File: config.mk
export PLATFORM = sky130hd
export DESIGN_NAME = quad_interp_dds
export DESIGN_NICKNAME = d
export VERILOG_FILES = /design/src/rtl/qdds_pkg.sv /design/src/rtl/qdds_phase_acc.sv /design/src/rtl/qdds_octant_fold.sv /design/src/rtl/qdds_interp_lane.sv /design/src/rtl/quad_interp_dds.sv
export SDC_FILE = /design/constraint.sdc
export NUM_CORES = 1
export LEC_CHECK = 0
export BUFFER_PORTS_ARGS = -buffer_cell sky130_fd_sc_hd__buf_2
export CELL_PAD_IN_SITES_DETAIL_PLACEMENT = 1
export CELL_PAD_IN_SITES_GLOBAL_PLACEMENT = 2
export CORE_ASPECT_RATIO = 0.6
export CORE_MARGIN = 4
export CORE_UTILIZATION = 39
export CTS_CLUSTER_DIAMETER = 80
export DETAILED_ROUTE_END_ITERATION = 16
export GPL_TIMING_DRIVEN = 0
export PLACE_DENSITY = 0.8
export SETUP_SLACK_MARGIN = 0.05
export SYNTH_ARGS = -nofsm -noshare
export SYNTH_HDL_FRONTEND = slang
export SYNTH_SLANG_ARGS = --single-unit
export TNS_END_PERCENT = 1
File: constraint.sdc
create_clock -name clk -period 7.96 [get_ports clk]
set_clock_uncertainty 0.05 [all_clocks]
set_input_delay 1.592 -clock clk [delete_from_list [all_inputs] [get_ports clk]]
set_output_delay 1.592 -clock clk [all_outputs]
set_load 0.01 [all_outputs]
File: src/rtl/qdds_pkg.sv
// Shared sizes, table entry type and the first-octant point table of the
// interpolating quadrature synthesizer.
// Assumes a 16-point table and a 9-bit signed output of amplitude 255.
package qdds_pkg;

    localparam int TBL_IDX_W = 4;   // table index bits (16 points)
    localparam int SAMP_W    = 8;   // stored sample magnitude bits
    localparam int STEP_W    = 4;   // stored slope magnitude bits

    typedef struct packed {
        logic [SAMP_W-1:0] sin_base;
        logic [STEP_W-1:0] sin_step;
        logic [SAMP_W-1:0] cos_base;
        logic [STEP_W-1:0] cos_step;
    } oct_entry_t;

    // Point k lies at angle k*pi/64; steps are the rise (sine) or fall
    // (cosine) to point k+1, so interval ends meet exactly.
    function automatic oct_entry_t oct_lookup(input logic [TBL_IDX_W-1:0] idx);
        oct_entry_t e;
        case (idx)
            4'd0:    e = '{8'd0,   4'd13, 8'd255, 4'd0};
            4'd1:    e = '{8'd13,  4'd12, 8'd255, 4'd1};
            4'd2:    e = '{8'd25,  4'd12, 8'd254, 4'd2};
            4'd3:    e = '{8'd37,  4'd13, 8'd252, 4'd2};
            4'd4:    e = '{8'd50,  4'd12, 8'd250, 4'd3};
            4'd5:    e = '{8'd62,  4'd12, 8'd247, 4'd3};
            4'd6:    e = '{8'd74,  4'd12, 8'd244, 4'd4};
            4'd7:    e = '{8'd86,  4'd12, 8'd240, 4'd4};
            4'd8:    e = '{8'd98,  4'd11, 8'd236, 4'd5};
            4'd9:    e = '{8'd109, 4'd11, 8'd231, 4'd6};
            4'd10:   e = '{8'd120, 4'd11, 8'd225, 4'd6};
            4'd11:   e = '{8'd131, 4'd11, 8'd219, 4'd7};
            4'd12:   e = '{8'd142, 4'd10, 8'd212, 4'd7};
            4'd13:   e = '{8'd152, 4'd10, 8'd205, 4'd8};
            4'd14:   e = '{8'd162, 4'd9,  8'd197, 4'd8};
            default: e = '{8'd171, 4'd9,  8'd189, 4'd9};
        endcase
        return e;
    endfunction

endpackage

File: src/rtl/qdds_phase_acc.sv
// Phase register and first pipeline stage.
// Adds the tuning word on every enabled clock (modulo 2^ACC_W) and registers
// the top PH_W bits as the working phase. Assumes PH_W <= ACC_W.
module qdds_phase_acc #(
    parameter int ACC_W = 24,
    parameter int PH_W  = 13
) (
    input  logic             clk,
    input  logic             rst_n,
    input  logic             run_en,
    input  logic [ACC_W-1:0] freq_word,
    output logic [PH_W-1:0]  phase_q
);

    logic [ACC_W-1:0] acc_q;

    // Advance the phase register when enabled.
    always_ff @(posedge clk) begin
        if (!rst_n)      acc_q <= '0;
        else if (run_en) acc_q <= acc_q + freq_word;
    end

    // Capture the truncated working phase.
    always_ff @(posedge clk) begin
        if (!rst_n) phase_q <= '0;
        else        phase_q <= acc_q[ACC_W-1 -: PH_W];
    end

    AST_ACC_HOLD: assert property (@(posedge clk) disable iff (!rst_n)
        ($past(rst_n) && !$past(run_en)) |-> (acc_q == $past(acc_q)))
        else $error("phase register moved while disabled");

endmodule

File: src/rtl/qdds_octant_fold.sv
// Second pipeline stage: octant folding, table lookup and lane routing.
// The third phase MSB mirrors the in-octant field. The XOR of the second and
// third MSBs swaps the sine/cosine lanes. The first MSB (and first XOR second
// for cosine) marks negation. Assumes M_W equals the package table index width.
module qdds_octant_fold #(
    parameter int M_W    = qdds_pkg::TBL_IDX_W,
    parameter int N_W    = 6,
    parameter int SAMP_W = qdds_pkg::SAMP_W,
    parameter int STEP_W = qdds_pkg::STEP_W,
    localparam int F_W   = M_W + N_W,
    localparam int PH_W  = F_W + 3
) (
    input  logic                   clk,
    input  logic                   rst_n,
    input  logic [PH_W-1:0]        phase,
    output logic [1:0][SAMP_W-1:0] base_q,
    output logic [1:0][STEP_W:0]   slope_q,
    output logic [N_W-1:0]         off_q,
    output logic [1:0]             neg_q
);

    logic               half_b, quad_b, mirror_b, swap_b;
    logic [F_W-1:0]     folded;
    qdds_pkg::oct_entry_t ent;
    logic [SAMP_W-1:0]  st_base, ct_base;
    logic [STEP_W:0]    st_slope, ct_slope;

    // Decode octant controls and fold the field into the first octant.
    always_comb begin
        half_b   = phase[PH_W-1];
        quad_b   = phase[PH_W-2];
        mirror_b = phase[PH_W-3];
        swap_b   = quad_b ^ mirror_b;
        folded   = phase[F_W-1:0] ^ {F_W{mirror_b}};
    end

    // Look up the interval sample and slope for both angle lanes.
    always_comb begin
        ent      = qdds_pkg::oct_lookup(folded[F_W-1 -: M_W]);
        st_base  = ent.sin_base;
        st_slope = {1'b0, ent.sin_step};
        ct_base  = ent.cos_base;
        ct_slope = -{1'b0, ent.cos_step};
    end

    // Register the routed lanes, offset and sign marks.
    always_ff @(posedge clk) begin
        if (!rst_n) begin
            base_q  <= '0;
            slope_q <= '0;
            off_q   <= '0;
            neg_q   <= '0;
        end else begin
            base_q[0]  <= swap_b ? ct_base  : st_base;
            slope_q[0] <= swap_b ? ct_slope : st_slope;
            base_q[1]  <= swap_b ? st_base  : ct_base;
            slope_q[1] <= swap_b ? st_slope : ct_slope;
            off_q      <= folded[N_W-1:0];
            neg_q[0]   <= half_b;
            neg_q[1]   <= half_b ^ quad_b;
        end
    end

endmodule

File: src/rtl/qdds_interp_lane.sv
// Third pipeline stage for one output: sample plus rounded offset*slope/2^N_W,
// then optional negation. Assumes the interpolated magnitude fits OUT_W-1 bits.
module qdds_interp_lane #(
    parameter int N_W    = 6,
    parameter int SAMP_W = qdds_pkg::SAMP_W,
    parameter int STEP_W = qdds_pkg::STEP_W,
    parameter int OUT_W  = 9,
    localparam int W2    = OUT_W + 1 + N_W,
    localparam int RND   = 1 << (N_W - 1)
) (
    input  logic                    clk,
    input  logic                    rst_n,
    input  logic [SAMP_W-1:0]       base,
    input  logic signed [STEP_W:0]  slope,
    input  logic [N_W-1:0]          offset,
    input  logic                    neg,
    output logic signed [OUT_W-1:0] q
);

    logic signed [W2-1:0]    wide;
    logic signed [OUT_W-1:0] mag;

    // Scale the sample up, add offset*slope and the rounding half, scale back.
    always_comb begin
        wide = ($signed(W2'(base)) <<< N_W)
             + ($signed(W2'({1'b0, offset})) * W2'(slope))
             + W2'(RND);
        mag  = OUT_W'(wide >>> N_W);
    end

    // Register the signed result.
    always_ff @(posedge clk) begin
        if (!rst_n) q <= '0;
        else        q <= neg ? -mag : mag;
    end

    AST_LANE_SIGN: assert property (@(posedge clk) disable iff (!rst_n)
        $past(neg) |-> (q <= 0))
        else $error("negated lane produced a positive value");
    AST_LANE_POS: assert property (@(posedge clk) disable iff (!rst_n)
        !$past(neg) |-> (q >= 0))
        else $error("plain lane produced a negative value");

endmodule

File: src/rtl/quad_interp_dds.sv
// Top of the interpolating quadrature synthesizer.
// Chain: phase register -> phase stage -> fold/lookup stage -> interpolation
// lanes (generated, sine then cosine). Outputs follow the phase register by
// three clocks. Assumes the default 16-point table and 9-bit output.
module quad_interp_dds #(
    parameter int ACC_W = 24,
    parameter int M_W   = qdds_pkg::TBL_IDX_W,
    parameter int N_W   = 6,
    parameter int OUT_W = 9,
    localparam int PH_W   = M_W + N_W + 3,
    localparam int SAMP_W = qdds_pkg::SAMP_W,
    localparam int STEP_W = qdds_pkg::STEP_W,
    localparam int LANES  = 2
) (
    input  logic                    clk,
    input  logic                    rst_n,
    input  logic                    run_en,
    input  logic [ACC_W-1:0]        freq_word,
    output logic signed [OUT_W-1:0] sin_out,
    output logic signed [OUT_W-1:0] cos_out
);

    logic [PH_W-1:0]               phase_q;
    logic [LANES-1:0][SAMP_W-1:0]  base_q;
    logic [LANES-1:0][STEP_W:0]    slope_q;
    logic [N_W-1:0]                off_q;
    logic [LANES-1:0]              neg_q;
    logic signed [OUT_W-1:0]       lane_q [LANES];

    qdds_phase_acc #(.ACC_W(ACC_W), .PH_W(PH_W)) u_acc (
        .clk(clk), .rst_n(rst_n), .run_en(run_en),
        .freq_word(freq_word), .phase_q(phase_q)
    );

    qdds_octant_fold #(.M_W(M_W), .N_W(N_W), .SAMP_W(SAMP_W), .STEP_W(STEP_W)) u_fold (
        .clk(clk), .rst_n(rst_n), .phase(phase_q),
        .base_q(base_q), .slope_q(slope_q), .off_q(off_q), .neg_q(neg_q)
    );

    for (genvar g = 0; g < LANES; g++) begin : g_lane
        qdds_interp_lane #(.N_W(N_W), .SAMP_W(SAMP_W), .STEP_W(STEP_W), .OUT_W(OUT_W)) u_lane (
            .clk(clk), .rst_n(rst_n),
            .base(base_q[g]), .slope($signed(slope_q[g])),
            .offset(off_q), .neg(neg_q[g]), .q(lane_q[g])
        );
    end

    assign sin_out = lane_q[0];
    assign cos_out = lane_q[1];

    // ---- checks on the output pair ----
    localparam int AMP    = (1 << (OUT_W - 1)) - 1;
    localparam int RAD_W  = 2 * OUT_W + 2;
    localparam int RAD_LO = (AMP - 4) * (AMP - 4);
    localparam int RAD_HI = (AMP + 4) * (AMP + 4);

    logic [2:0]              since_rst;
    logic signed [RAD_W-1:0] s_ext, c_ext, rad_sq;

    // Count clocks since reset release (saturating) to arm the pair checks.
    always_ff @(posedge clk) begin
        if (!rst_n)               since_rst <= '0;
        else if (since_rst != 3'd7) since_rst <= since_rst + 3'd1;
    end

    // Squared radius of the current output pair.
    always_comb begin
        s_ext  = RAD_W'(sin_out);
        c_ext  = RAD_W'(cos_out);
        rad_sq = s_ext * s_ext + c_ext * c_ext;
    end

    AST_NO_MIN_CODE: assert property (@(posedge clk) disable iff (!rst_n)
        (sin_out != {1'b1, {(OUT_W-1){1'b0}}}) && (cos_out != {1'b1, {(OUT_W-1){1'b0}}}))
        else $error("output took the most negative code");
    AST_QUAD_RADIUS: assert property (@(posedge clk) disable iff (!rst_n)
        (since_rst >= 3'd3) |-> ((rad_sq >= RAD_W'(RAD_LO)) && (rad_sq <= RAD_W'(RAD_HI))))
        else $error("output pair left the unit circle band");
    AST_OUT_FROZEN: assert property (@(posedge clk) disable iff (!rst_n)
        ((since_rst >= 3'd6) && !$past(run_en, 4)) |->
        ((sin_out == $past(sin_out)) && (cos_out == $past(cos_out))))
        else $error("outputs moved after a held phase");

endmodule

==> impl_metrics.yaml, run 1 <==
grt:
  grtUsageTotal_pct: 19.87
  grt_overflow: 0
  antenna_found_initial: 0
  grt_pass1_vias: 6385
  grt_max_degree: 14
  grt_pass1_wl_um: 33080
setup_path:
  end_kind: "flop"
  crit_start: "u_fold.off_q[3]$_SDFF_PN0_"
  cp.arrival_ps: 6860
  r2r-start: "u_fold.off_q[3]$_SDFF_PN0_"
  critical_path_required_ps: 8180
  crit_path_max_fanout: 10
  startpoint_type: "flop"
  critical_path_class: "reg -> reg"
yosys:
  syn-cell-area_sq_um: 7204
  synth_area_leaders: "dfxtp_1, ha_1, fa_1"
  syn_inst: 830
  synth_enable_flop_cells: 0
  synth.area.mux_share_pct: 1.685
  synth.distinct_cells: 69
  synth-simple-area-share_pct: 20.60
  syn_avg_cell_area_sq_um: 8.680
  synth_top_area_share_pct: 24.73
  yosys_warnings: 0
  synth_top_family_by_area: "adder cells"
  synth_flop_cell: "dfxtp_1"
  async_flop_share_pct: 0
  synthTopCellsByCount: "ha_1, dfxtp_1, nand2_1"
  synth_seq_cells: 89
  synthXorXnorAreaFrac_pct: 7.919
  synth-compound-area-share_pct: 16.27
  synth_fp_nets: 981
  ys_seq_area_share_pct: 24.73
  synthAdderAreaFrac_pct: 24.35
  yosysTopAreaCell: "dfxtp_1"
  synth_most_common_cell: "ha_1"
layout:
  design_area_sq_um: 8021
  antenna_cells: 0
  seqCellArea_sq_um: 1782
  drive_above_1_share_pct: 7.295
  post-route-util_pct: 44.28
  final_cells: 1131
  multi_input_area_sq_um: 5102
  finalNetCount: 1037
  nFillCells: 2177
  syn_to_final_growth_pct: 11.34
route:
  wl_um: 20150
  vias_per_cell: 5.392
  vias: 6098
  route.detailed.drc: 0
  drt_pass1_iterations: 5
  drtIter0Drc: 274
  routedWlPerCell_um: 17.82
  ant_nets: 0
placement:
  dpl_cell_area_sq_um: 7725
  io_buffers: 44
  dpl.hpwl_um: 16440
  dp_slack_ps: 1315
  dp_cells: 1114
  gp_congestion: 0.8508
floorplanning:
  start_util_pct: 39.77
  die_h_um: 113.3
  die_w_um: 183.5
  ios: 45
  rows: 38
  placeableCoreArea_sq_um: 18110
  dieArea_sq_um: 20780
sta:
  fmax_ghz: 0.1506
  setup_tns_ps: 0
  grt_setup_unrepaired: "false"
  setup_viol: 0
  slew_violations: 0
  worst_pin_slew_ps: 773.0
  hold_viol_final: 0
  finalCriticalPeriod_ps: 6640
  max-slew-margin-rel_pct: 48.46
  hold_ws_ps: 426.9
  period_share_pct: 83.42
  worst_slack_ps: 1320
cts:
  clock_latency_ps: 350
  cts_buffers: 9
  clkTransAtPathRegs_ps: 70
  cts_max_path_buffers: 2
  holdBufCountCts: 0
  cts_root_buf: "clkbuf_16"
  cts_setup_buffers: 0
  cts_tree: "yes"
  cts_resized: 0
  cts_max_level: 3
  clkSinkCount: 89
power:
  finalPower_mw: 1.952
  p_leak_nw: 3.904
  vdd_drop_max_v: 0.0001556
  pwr_density_cell_nw_per_um2: 243.3
run_status:
  run_status: "finished, final reports clean"
worst_hold_path:
  hp-start: "u_acc.acc_q[22]$_SDFFE_PN0P_"
  min_path_type: "reg -> reg"
flow_run:
  max_cap_viol_count: 0
power breakdown:
group,internal [mW],switching (mW)
registers,0.532,0.0583
clock network,0.253,0.172
logic,0.388,0.549
total,1.17,0.780
state kept, by name, indices dropped and copies added, names as in the netlist:
register,flops
u_fold.off_q,6
u_acc.acc_q,24
u_fold.neg_q,2
g_lane.u_lane.q,18
u_fold.slope_q,10
u_fold.base_q,16
u_acc.phase_q,13
critical path, stage by stage (launching register included):
cell and delay (ps):
dfxtp_1 330, clkbuf_1 400, and2_1 220, fa_1 440
fa_1 550, inv_1 60, fa_1 540, inv_1 40
ha_1 350, and4b_1 210, a221o_1 360, and2_1 180
o21a_1 180, nor2_1 110, ha_1 310, and3b_1 200
and3_4 190, or3_1 360, a311o_1 400, or3_4 420
nor4_1 180, a21oi_1 110, xnor3_1 200, nor2b_1 140
path summary, 6_finish.rpt:
path | slack [ps] | to | depth (start not counted)
setup / recovery | 1320 | g_lane[0].u_lane.q[8]$_SDFF_PN0_ | 23
hold / removal | 430 | u_acc.phase_q[11]$_SDFF_PN0_ | 2
setup reg to reg | 1320 | g_lane[0].u_lane.q[8]$_SDFF_PN0_ | 23
hold reg to reg | 430 | u_acc.phase_q[11]$_SDFF_PN0_ | 2
placed cells by master, fill, tap and decap left out, types with 8 or more instances in the layout:
cell type / n
nand3_1: 16
fa_1: 27
inv_1: 56
a21oi_1: 41
ha_1: 97
dfxtp_1: 89
xor2_1: 22
clkbuf_1: 28
o22ai_1: 13
nor2b_1: 21
o21ai_1: 9
clkbuf_16: 9
nand2_1: 73
o21a_1: 12
o21ai_0: 25
nor2_1: 47
a21o_1: 12
and2_1: 64
xnor2_1: 38
mux2i_1: 11
nor3_1: 14
buf_2: 45
nand2b_1: 9
and3_1: 8
cell type report:
class,count,area share [%]
Inverter,57,2.667
Timing Repair Buffer,45,2.808
Tap cell,240,3.744
Sequential cell,89,22.21
Clock inverter,2,0.4679
Multi-Input combinational cell,657,63.61
Buffer,27,1.326
Clock buffer,14,3.166
cells by family after synthesis:
| kind of cell | count (synthesis) |
|---|---|
| AOI/OAI and AO/OA | 176 |
| xor gates and xnor gates | 62 |
| adders and majority gates | 124 |
| buffers and inverters | 84 |
| DFF | 89 |
| muxes | 12 |
| and+or+nand+nor | 283 |
layer usage:
metal | track usage [%] | part of all wire (%)
met3 | 3.919 | 4.5
met1 | 30.38 | 54
met5 | 0 | 0
met4 | 3.571 | 1.1
met2 | 29.08 | 40
No activity file was read; power rests on OpenSTA's default activity.
==> run 2, diff against run 1 <==
--- a/config.mk
+++ b/config.mk
@@ -10,11 +10,11 @@
 export CELL_PAD_IN_SITES_GLOBAL_PLACEMENT = 2
 export CORE_ASPECT_RATIO = 0.6
 export CORE_MARGIN = 4
-export CORE_UTILIZATION = 39
+export CORE_UTILIZATION = 35
 export CTS_CLUSTER_DIAMETER = 80
 export DETAILED_ROUTE_END_ITERATION = 16
 export GPL_TIMING_DRIVEN = 0
-export PLACE_DENSITY = 0.8
+export PLACE_DENSITY = 0.76
 export SETUP_SLACK_MARGIN = 0.05
 export SYNTH_ARGS = -nofsm -noshare
 export SYNTH_HDL_FRONTEND = slang
==> constraint.sdc (replaced) <==
create_clock -name clk -period 6 [get_ports clk]
set_clock_uncertainty 0.05 [all_clocks]
set_input_delay 1.2 -clock clk [delete_from_list [all_inputs] [get_ports clk]]
set_output_delay 1.2 -clock clk [all_outputs]
set_load 0.01 [all_outputs]
==> impl_metrics.yaml, run 2 (synthesis gave the netlist of run 1 again) <==
setup_path:
  crit_top_cell: "fa_1"
  crit_start: "u_fold.off_q[0]$_SDFF_PN0_"
  cp_slowest_cell: "fa_1"
  startpoint_type: "flop"
  reg2regPathDepth: 22
  end_kind: "flop"
  critical_path_required_ps: 6230
  cp_num_buf_inv: 1
  slowest_delay_ps: 550
  r2r_slack_ps: 30
  path_delay_family: "adder cells"
  crit_path_max_fanout: 9
  crit_chain: "nand2b_1, fa_1, fa_1, inv_1, fa_1, ha_1, and4_4, a221o_1, and2_4, o21a_1, nor2_1, xnor2_1, ha_1, o21a_1, a31oi_1, o311ai_1, a311o_1, or3_4, nor4_4, a21oi_2, xnor3_1, nor2b_1"
  cp.arrival_ps: 6190
  r2r-start: "u_fold.off_q[0]$_SDFF_PN0_"
  critical_path_class: "reg -> reg"
  r2r_end: "g_lane[0].u_lane.q[8]$_SDFF_PN0_"
floorplanning:
  rows: 40
  placeableCoreArea_sq_um: 20120
  die_w_um: 193.2
  die_h_um: 119.1
  dieArea_sq_um: 23020
  start_util_pct: 35.81
  ios: 45
route:
  wl_um: 19650
  vias_per_cell: 5.075
  drt_pass1_iterations: 5
  drtIter0Drc: 258
  route.detailed.drc: 0
  ant_nets: 0
  routedWlPerCell_um: 16.84
  vias: 5923
layout:
  syn_to_final_growth_pct: 14.15
  design_area_sq_um: 8224
  final_cell_mix: "ha_1, dfxtp_1, nand2_1"
  biggestRegsByFlops: "u_acc.acc_q x24, g_lane.u_lane.q x18, u_fold.base_q x16"
  largest_register_ff_count: 24
  largest_register: "u_acc.acc_q"
  finalNetCount: 1039
  drive_above_1_share_pct: 11.31
  layout_commonest_cell: "ha_1"
sta:
  finalCriticalPeriod_ps: 5965
  period_share_pct: 99.42
  worst_slack_ps: 34.94
  fmax_ghz: 0.1676
  setup_viol: 0
  grt_setup_unrepaired: "true"
  hold_viol_final: 0
  slew_violations: 0
  worst_pin_slew_ps: 1234
  max-slew-margin-rel_pct: 15.63
grt:
  grt_overflow: 0
  grt_max_degree: 16
  antenna_found_initial: 0
  grt_pass1_wl_um: 32490
  grtUsageTotal_pct: 17.42
  grt_pass1_vias: 5980
cts:
  clkTransAtPathRegs_ps: 70
  clkSinkCount: 89
  cts_tree: "yes"
  cts_buffers: 9
  cts_max_path_buffers: 2
  clock_latency_ps: 350
  cts_max_level: 3
  cts_root_buf: "clkbuf_16"
  holdBufCountCts: 0
power:
  pwr_density_cell_nw_per_um2: 315.4
  switching_share_pct: 40.94
  power.switching_mw: 1.062
  internal_power_mw: 1.532
  power_frac_clock_pct: 20.5
  p_leak_nw: 3.937
  power_frac_seq_pct: 30.3
  power_frac_comb_pct: 49.1
  vdd_drop_max_v: 0.0001917
placement:
  dpl_cell_area_sq_um: 7767
  dpl.hpwl_um: 15890
  gp_congestion: 0.8603
  dp_slack_ps: -434.7
  io_buffers: 44
worst_hold_path:
  whs_endpoint: "u_acc.phase_q[11]$_SDFF_PN0_"
  hp-start: "u_acc.acc_q[22]$_SDFFE_PN0P_"
  hold_depth: 2
  min_path_type: "reg -> reg"
run_status:
  run_status: "finished, final reports clean"
flow_run:
  max_cap_viol_count: 0
[run 2: cell count changes in the layout (fill, tap and decap cells not counted), moves of 3 or more]
cell      change
dfxtp_1       -7
nor2_1        -3
ha_4          +3
dfxtp_4       +3
ha_1          -4
dfxtp_2       +4
nor2_2        +3
clkbuf_1      -6
buf_4         +4
[run 2: final cells by class]
class	instances	area (sq um)
fillers	2438	11900
multi-input cells	657	5229
flip-flops and latches	89	1798
well taps	273	341.6
repair buffers	49	257.7
clock buffers	10	229.0
inverters	57	214.0
plain buffers	25	110.1
clock inverters	6	42.54
diodes	1	2.502
[run 2: metrics by stage]
step	util, %	hold WS [ps]	setup TNS, ps	std cells	total power, mW
after floorplan	-	377.8	0	830	1.666
after global placement	38.61	404.5	-1485	1147	1.996
after detailed placement	38.61	406.2	-1620	1147	2.003
after CTS	40.68	422.2	0	1166	2.607
after global routing	40.86	449.8	-800.1	1166	2.812
final	40.88	421.0	0	1167	2.594
[run 2: worst register-to-register path: stages (launching register included)]
cell      delay (ps)
dfxtp_4          390
nand2b_1         180
fa_1             530
fa_1             550
inv_1             50
fa_1             470
ha_1             310
and4_4           220
a221o_1          380
and2_4           180
o21a_1           180
nor2_1           110
xnor2_1          170
ha_1             290
o21a_1           220
a31oi_1          190
o311ai_1         120
a311o_1          310
or3_4            380
nor4_4           180
a21oi_2           90
xnor3_1          190
nor2b_1          150
[run 2: routing by layer]
metal	up-vias	share of wire, %	wire length, um	track usage, %
met4	0	0.74	146	3.095
li1	3002	-	-	-
met1	2814	59	11570	28.75
met3	12	4.3	844	3.789
met5	-	0	0	0
met2	95	36	7088	22.57
[run 2: timing repair]
action | 4_1_cts | 5_1_grt
endpoints found under the hold margin | 0 | 0
gates resized for setup | 26 | 12
buffers inserted | 5 | 0
endpoints found under the setup margin | 6 | 6
pin swaps | 10 | 3
[run 2: power groups by stage]
| stage | registers, mW | clock network (mW) | logic [mW] |
|---|---|---|---|
| after CTS | 0.788 | 0.548 | 1.27 |
| after global routing | 0.803 | 0.571 | 1.44 |
| after global placement | 0.792 | 0 | 1.20 |
| final | 0.787 | 0.533 | 1.27 |
| after floorplan | 0.786 | 0 | 0.880 |
| after detailed placement | 0.793 | 0 | 1.21 |
[run 2: worst max-delay path by stage]
stage                                        to  cells after the start
3_5_place_dp   g_lane[0].u_lane.q[8]$_SDFF_PN0_                     22
4_1_cts        g_lane[0].u_lane.q[8]$_SDFF_PN0_                     24
6_report       g_lane[0].u_lane.q[8]$_SDFF_PN0_                     22
3_3_place_gp   g_lane[0].u_lane.q[8]$_SDFF_PN0_                     22
2_1_floorplan  g_lane[0].u_lane.q[7]$_SDFF_PN0_                     23
5_1_grt        g_lane[1].u_lane.q[8]$_SDFF_PN0_                     20
